===== src/rtl/cid_rx_pkg.sv =====
package cid_rx_pkg;
  typedef enum logic [1:0] {
    RX_IDLE,
    RX_START,
    RX_DATA,
    RX_STOP
  } rx_state_e;
endpackage


===== src/rtl/cid_sync.sv =====
module cid_sync #(
  parameter int W = 1,
  parameter int STAGES = 2,
  parameter logic [W-1:0] RST_VAL = '0
) (
  input  logic         clk,
  input  logic         rst_n,
  input  logic [W-1:0] d,
  output logic [W-1:0] q
);
  logic [STAGES-1:0][W-1:0] st_q;

  always_ff @(posedge clk or negedge rst_n) begin
    if (!rst_n) st_q <= {STAGES{RST_VAL}};
    else        st_q <= {st_q[STAGES-2:0], d};
  end

  assign q = st_q[STAGES-1];
endmodule


===== src/rtl/cid_tick_gen.sv =====
module cid_tick_gen #(
  parameter int DIV = 4
) (
  input  logic clk,
  input  logic rst_n,
  output logic tick
);
  localparam int CW = (DIV > 2) ? $clog2(DIV) : 1;
  localparam logic [CW-1:0] LAST = CW'(DIV - 1);

  logic [CW-1:0] cnt_q, cnt_d;

  always_comb begin
    if (cnt_q == LAST) cnt_d = '0;
    else               cnt_d = cnt_q + 1'b1;
  end

  always_ff @(posedge clk or negedge rst_n) begin
    if (!rst_n) cnt_q <= '0;
    else        cnt_q <= cnt_d;
  end

  assign tick = (cnt_q == LAST);

  p_tick_wrap_r2: assert property (@(posedge clk) disable iff (!rst_n)
    tick |=> !tick || (DIV == 1));
endmodule


===== src/rtl/cid_frame_rx.sv =====
module cid_frame_rx
  import cid_rx_pkg::*;
#(
  parameter int OVS = 16,
  parameter int DB  = 8
) (
  input  logic          clk,
  input  logic          rst_n,
  input  logic          tick,
  input  logic          rx_s,
  input  logic          cd_s,
  output logic          byte_vld,
  output logic [DB-1:0] byte_data
);
  localparam int CW = $clog2(OVS);
  localparam int BW = $clog2(DB);
  localparam logic [CW-1:0] PH_MID  = CW'(OVS / 2 - 1);
  localparam logic [CW-1:0] PH_END  = CW'(OVS - 1);
  localparam logic [BW-1:0] BIT_END = BW'(DB - 1);

  rx_state_e     st_q, st_d;
  logic [CW-1:0] ph_q, ph_d;
  logic [BW-1:0] bit_q, bit_d;
  logic [DB-1:0] sh_q, sh_d;
  logic [DB-1:0] dat_q, dat_d;
  logic          vld_q, vld_d;

  always_comb begin
    st_d  = st_q;
    ph_d  = ph_q;
    bit_d = bit_q;
    sh_d  = sh_q;
    dat_d = dat_q;
    vld_d = 1'b0;
    if (!cd_s) begin
      st_d = RX_IDLE;
    end else begin
      unique case (st_q)
        RX_IDLE: begin
          if (!rx_s) begin
            st_d = RX_START;
            ph_d = '0;
          end
        end
        RX_START: begin
          if (tick) begin
            if (ph_q == PH_MID) begin
              ph_d  = '0;
              bit_d = '0;
              st_d  = rx_s ? RX_IDLE : RX_DATA;
            end else begin
              ph_d = ph_q + 1'b1;
            end
          end
        end
        RX_DATA: begin
          if (tick) begin
            if (ph_q == PH_END) begin
              ph_d = '0;
              sh_d = {rx_s, sh_q[DB-1:1]};
              if (bit_q == BIT_END) st_d = RX_STOP;
              else                  bit_d = bit_q + 1'b1;
            end else begin
              ph_d = ph_q + 1'b1;
            end
          end
        end
        RX_STOP: begin
          if (tick) begin
            if (ph_q == PH_END) begin
              st_d = RX_IDLE;
              if (rx_s) begin
                vld_d = 1'b1;
                dat_d = sh_q;
              end
            end else begin
              ph_d = ph_q + 1'b1;
            end
          end
        end
        default: st_d = RX_IDLE;
      endcase
    end
  end

  always_ff @(posedge clk or negedge rst_n) begin
    if (!rst_n) begin
      st_q  <= RX_IDLE;
      ph_q  <= '0;
      bit_q <= '0;
      sh_q  <= '0;
      dat_q <= '0;
      vld_q <= 1'b0;
    end else begin
      st_q  <= st_d;
      ph_q  <= ph_d;
      bit_q <= bit_d;
      sh_q  <= sh_d;
      dat_q <= dat_d;
      vld_q <= vld_d;
    end
  end

  assign byte_vld  = vld_q;
  assign byte_data = dat_q;

  p_cd_idle_r7: assert property (@(posedge clk) disable iff (!rst_n)
    !cd_s |=> (st_q == RX_IDLE) && !vld_q);
  p_stop_high_r6: assert property (@(posedge clk) disable iff (!rst_n)
    vld_q |-> $past(rx_s));
  p_vld_pulse_r2: assert property (@(posedge clk) disable iff (!rst_n)
    vld_q |=> !vld_q);
endmodule


===== src/rtl/cid_host_port.sv =====
module cid_host_port #(
  parameter int DB   = 8,
  parameter int HALF = 8
) (
  input  logic          clk,
  input  logic          rst_n,
  input  logic          tick,
  input  logic          load,
  input  logic [DB-1:0] ld_data,
  input  logic          hclk_s,
  output logic          sdo,
  output logic          dr_n,
  output logic          ovr
);
  localparam int LW = $clog2(DB + 1);
  localparam int TW = $clog2(HALF + 1);
  localparam logic [LW-1:0] LEFT_FULL = LW'(DB);
  localparam logic [TW-1:0] TMO_FULL  = TW'(HALF);
  localparam logic [TW-1:0] TMO_ONE   = TW'(1);

  logic [DB-1:0] buf_q, buf_d;
  logic [LW-1:0] left_q, left_d;
  logic [TW-1:0] tmo_q, tmo_d;
  logic          dr_q, dr_d;
  logic          ovr_q, ovr_d;
  logic          hprev_q;
  logic          rise;

  assign rise = hclk_s & ~hprev_q;

  always_comb begin
    buf_d  = buf_q;
    left_d = left_q;
    tmo_d  = tmo_q;
    dr_d   = dr_q;
    ovr_d  = ovr_q;
    if (load) begin
      buf_d  = ld_data;
      left_d = LEFT_FULL;
      dr_d   = 1'b0;
      tmo_d  = TMO_FULL;
      if (left_q != '0) ovr_d = 1'b1;
    end else if (rise) begin
      dr_d = 1'b1;
      if (left_q != '0) begin
        buf_d  = buf_q >> 1;
        left_d = left_q - 1'b1;
      end
    end else if (!dr_q && tick) begin
      if (tmo_q == TMO_ONE) dr_d = 1'b1;
      tmo_d = tmo_q - 1'b1;
    end
  end

  always_ff @(posedge clk or negedge rst_n) begin
    if (!rst_n) begin
      buf_q   <= '0;
      left_q  <= '0;
      tmo_q   <= '0;
      dr_q    <= 1'b1;
      ovr_q   <= 1'b0;
      hprev_q <= 1'b0;
    end else begin
      buf_q   <= buf_d;
      left_q  <= left_d;
      tmo_q   <= tmo_d;
      dr_q    <= dr_d;
      ovr_q   <= ovr_d;
      hprev_q <= hclk_s;
    end
  end

  assign sdo  = buf_q[0];
  assign dr_n = dr_q;
  assign ovr  = ovr_q;

  p_load_r2: assert property (@(posedge clk) disable iff (!rst_n)
    load |=> (!dr_n && (sdo == $past(ld_data[0]))));
  p_clear_r3: assert property (@(posedge clk) disable iff (!rst_n)
    (rise && !dr_n && !load) |=> dr_n);
  p_tmo_live_r4: assert property (@(posedge clk) disable iff (!rst_n)
    !dr_n |-> (tmo_q != '0));
  p_ovr_sticky_r8: assert property (@(posedge clk) disable iff (!rst_n)
    ovr |=> ovr);
endmodule


===== src/rtl/cid_byte_rx.sv =====
module cid_byte_rx #(
  parameter int CLK_HZ = 50_000_000,
  parameter int BAUD   = 1200,
  parameter int OVS    = 16,
  parameter int DB     = 8
) (
  input  logic clk,
  input  logic rst_n,
  input  logic fsk_bit,
  input  logic carrier_ok,
  input  logic host_clk,
  output logic ser_out,
  output logic rdy_n,
  output logic overrun
);
  localparam int DIV  = CLK_HZ / (BAUD * OVS);
  localparam int HALF = OVS / 2;

  logic [1:0]    rst_q;
  logic          srst_n;
  logic [2:0]    in_s;
  logic          tick;
  logic          vld;
  logic [DB-1:0] data;

  always_ff @(posedge clk or negedge rst_n) begin
    if (!rst_n) rst_q <= 2'b00;
    else        rst_q <= {rst_q[0], 1'b1};
  end
  assign srst_n = rst_q[1];

  cid_sync #(.W(3), .STAGES(2), .RST_VAL(3'b001)) u_sync (
    .clk   (clk),
    .rst_n (srst_n),
    .d     ({host_clk, carrier_ok, fsk_bit}),
    .q     (in_s)
  );

  cid_tick_gen #(.DIV(DIV)) u_tick (
    .clk   (clk),
    .rst_n (srst_n),
    .tick  (tick)
  );

  cid_frame_rx #(.OVS(OVS), .DB(DB)) u_frame (
    .clk       (clk),
    .rst_n     (srst_n),
    .tick      (tick),
    .rx_s      (in_s[0]),
    .cd_s      (in_s[1]),
    .byte_vld  (vld),
    .byte_data (data)
  );

  cid_host_port #(.DB(DB), .HALF(HALF)) u_host (
    .clk     (clk),
    .rst_n   (srst_n),
    .tick    (tick),
    .load    (vld),
    .ld_data (data),
    .hclk_s  (in_s[2]),
    .sdo     (ser_out),
    .dr_n    (rdy_n),
    .ovr     (overrun)
  );
endmodule


===== config.mk =====
export PLATFORM = sky130hd
export DESIGN_NAME = cid_byte_rx
export DESIGN_NICKNAME = d
export VERILOG_FILES = /design/src/rtl/cid_rx_pkg.sv /design/src/rtl/cid_sync.sv /design/src/rtl/cid_tick_gen.sv /design/src/rtl/cid_frame_rx.sv /design/src/rtl/cid_host_port.sv /design/src/rtl/cid_byte_rx.sv
export SDC_FILE = /design/constraint.sdc
export NUM_CORES = 1
export LEC_CHECK = 0
export ABC_AREA = 1
export BUFFER_PORTS_ARGS = -buffer_cell sky130_fd_sc_hd__buf_2
export CAP_MARGIN = 40
export CORE_MARGIN = 3
export CORE_UTILIZATION = 66
export CTS_CLUSTER_DIAMETER = 200
export DETAILED_ROUTE_END_ITERATION = 7
export PLACE_DENSITY = 0.84
export SLEW_MARGIN = 15
export SYNTH_ARGS = -nofsm -noshare
export SYNTH_HDL_FRONTEND = slang
export SYNTH_SLANG_ARGS = --single-unit

===== constraint.sdc =====
create_clock -name clk -period 3.3 [get_ports clk]
set_input_delay 0.825 -clock clk [delete_from_list [all_inputs] [get_ports clk]]
set_output_delay 0.825 -clock clk [all_outputs]
set_load 0.02 [all_outputs]

==> flow_summary.json <==
{
  "track_usage_pct": 23.3,
  "slew_viol_final": 0,
  "n_fill_cell": 309,
  "reg2reg_to": "u_host.buf_q[6]",
  "finalNonFillerCells": 435,
  "grt_max_degree": 36,
  "die_w_um": 75.2,
  "grt_pass1_wl_um": 9640,
  "antenna_cells": 0,
  "port_buffers": 7,
  "syn_area_um2": 3160,
  "areaGrowthSynthToFinish_pct": 8.55,
  "place_hpwl_um": 3960,
  "overflow": 0,
  "vias": 2359,
  "relSlewSlack_pct": 50.9,
  "stdcell_area_um2": 3430,
  "critPathRequiredTime_ps": 2470,
  "wire_per_inst_um": 12.8,
  "synth_adder_area_share_pct": 3.17,
  "rr_startpoint": "u_host.left_q[0]",
  "async_flop_share_pct": 100,
  "core-area_um2": 4470,
  "crit_buf_inv": 1,
  "post-cts-setup-buffer-count": 0,
  "ys_dominant_reg_cell": "dfrtp_1",
  "placed_cell_area_um2": 3240,
  "synth_simple_gate_area_share_pct": 24.7,
  "fin_crit_ps": 1870,
  "cts-root-buf": "clkbuf_8",
  "drt_first_iter_violations": 127,
  "cp.depth": 1,
  "synthDistinctLibCells": 32,
  "layout_common_cells": "nand2_1 (86), dfrtp_1 (61), inv_1 (56), nand3_1 (36), nor2_1 (30)",
  "yosys_warnings": 0,
  "clock-sinks": 65,
  "ir_worst_vdd_mv": 0.372,
  "worstPathArrival_ps": 1040,
  "reg2regPathDepth": 9,
  "cts_tree": "done",
  "outcome": "finished, final reports clean",
  "clk_latency_ps": 350,
  "drtAntennaViolNets": 0,
  "synthCells": 365,
  "cpPeakStageDelay_ps": 540,
  "fin_crit_sh_pct": 56.6,
  "die_h_um": 75.2,
  "holdCritPathClass": "in -> async",
  "fp-row-count": 24,
  "cts_hold_buffers": 0,
  "fin_skew_ps": 5.77,
  "critPathMaxFanout": 3,
  "powerDensity_nw_per_um2": 524,
  "synth_top_family_by_area": "simple AND/OR/NAND/NOR gates",
  "final_common_cell": "nand2_1",
  "cts-resized-gates": 0,
  "synth_xor_area_share_pct": 1.11,
  "synth-compound-area-share_pct": 10.8,
  "globalplace.congestion": 0.912,
  "grt_pass1_vias": 2220,
  "crit_path_start_kind": "flip-flop",
  "endpoint_kind": "primary output",
  "leakagePower_nw": 1.71,
  "rsz0062_at_grt": "no",
  "cpLargestDelayFamily": "flip-flops",
  "htreeDepth": 3,
  "antenna_found_initial": 0,
  "timing.max_cap.violations": 0,
  "drc_errors": 0,
  "regToRegSetupSlack_ps": 1450,
  "drtPass1Iterations": 4,
  "cts_buffers": 9,
  "worstSetupPathType": "reg -> out",
  "crit_chain": "buf_2",
  "start_util_pct": 70.7,
  "path_clk_slew_ps": 70,
  "drive_above_1_share_pct": 15.4,
  "dieArea_um2": 5660,
  "cts_buffer_depth": 2,
  "crit_slowest_cell": "dfstp_2",
  "finalSetupViolCount": 0,
  "synth.avg_cell_area_um2": 8.66,
  "timing.setup.tns_ps": 0,
  "hold_viol": 0,
  "final_nets": 392,
  "totalWireLength_um": 5570,
  "viasPerCell": 5.42,
  "ioPinCount": 8,
  "ys_seq_area_share_pct": 51.6,
  "synthMuxAreaShare_pct": 0,
  "max_freq_mhz": 535,
  "syn-num-nets": 378,
  "synth-edff-count": 0,
  "worst_pin_slew_ps": 737,
  "placed_cells": 420,
  "ys_seq_elements": 65
}
==> metal layers <==
| layer | share of wire (%) | wire (um) | global-route usage (%) |
|---|---|---|---|
| met4 | 1.6 | 89 | 7.57 |
| met3 | 3.8 | 211 | 9.35 |
| met5 | 0 | 0 | 0 |
| met2 | 47 | 2630 | 36.5 |
| met1 | 47 | 2640 | 29.7 |
==> flip-flops by register name (all words and copies together), names as in the netlist, 3 cells and up <==
| signal | count |
|---|---|
| u_sync.q | 3 |
| u_frame.sh_q | 8 |
| u_host.left_q | 4 |
| u_frame.ph_q | 4 |
| u_sync.st_q | 3 |
| u_frame.byte_data | 8 |
| u_host.tmo_q | 4 |
| u_frame.bit_q | 3 |
| u_host.buf_q | 8 |
| u_tick.cnt_q | 12 |
==> where the power goes <==
group	switching [mW]	internal, mW	leakage, nW
logic	0.159	0.0806	0.757
registers	0.0498	0.838	0.865
clock network	0.304	0.366	0.0916
==> logic make-up (layout without fill, tap and decap cells) <==
group / Yosys count / after routing
other: 1 / 1
adders and majority gates: 8 / 8
AOI/OAI and AO/OA: 53 / 53
DFF: 65 / 65
and+or+nand+nor: 168 / 168
buffers and inverters: 66 / 84
xor gates and xnor gates: 4 / 4
==> worst max-delay path by stage <==
stage / start / slack [ps] / endpoint
4_1_cts: u_host.dr_n / 1420 / rdy_n
6_report: u_host.dr_n / 1430 / rdy_n
3_5_place_dp: u_host.left_q[0] / 1510 / u_host.buf_q[6]
3_3_place_gp: u_host.left_q[0] / 1640 / u_host.left_q[0]
2_1_floorplan: rst_q[1] / 1360 / u_frame.bit_q[0]
5_1_grt: u_host.left_q[0] / 1210 / u_host.buf_q[6]
==> final cells by class <==
| cell class | instances | area, um2 | share of cell area, % |
|---|---|---|---|
| Sequential cell | 65 | 1630 | 47.5 |
| Multi-Input combinational cell | 234 | 1260 | 36.7 |
| Inverter | 59 | 223 | 6.49 |
| Clock buffer | 11 | 141 | 4.12 |
| Tap cell | 52 | 65.1 | 1.90 |
| Timing Repair Buffer | 10 | 57.6 | 1.68 |
| Clock inverter | 4 | 53.8 | 1.57 |
==> stage by stage <==
stage / worst slack, ps / hold WS (ps) / utilization, % / total power [mW]
after floorplan: 1360 / 331 / - / 1.08
after global placement: 1640 / 331 / 72.3 / 1.13
after detailed placement: 1510 / 338 / 72.3 / 1.14
after CTS: 1420 / 237 / 76.7 / 1.80
after global routing: 1210 / 217 / 76.7 / 1.89
final: 1430 / 246 / 76.7 / 1.80
==> synthesized netlist by cell type, types with 3 or more instances <==
cell	n	share of area, %
a21oi_1	10	1.6
clkbuf_1	3	0.36
dfrtp_1	62	49
dfstp_2	3	2.5
ha_1	8	3.2
inv_1	56	6.6
nand2_1	86	10
nand2_2	3	0.59
nand3_1	36	5.7
nor2_1	30	3.6
o21ai_0	18	2.8
o21ai_1	3	0.47
o21ai_2	15	4.2
xor2_1	4	1.1
Power figures use the tool's default switching activity.
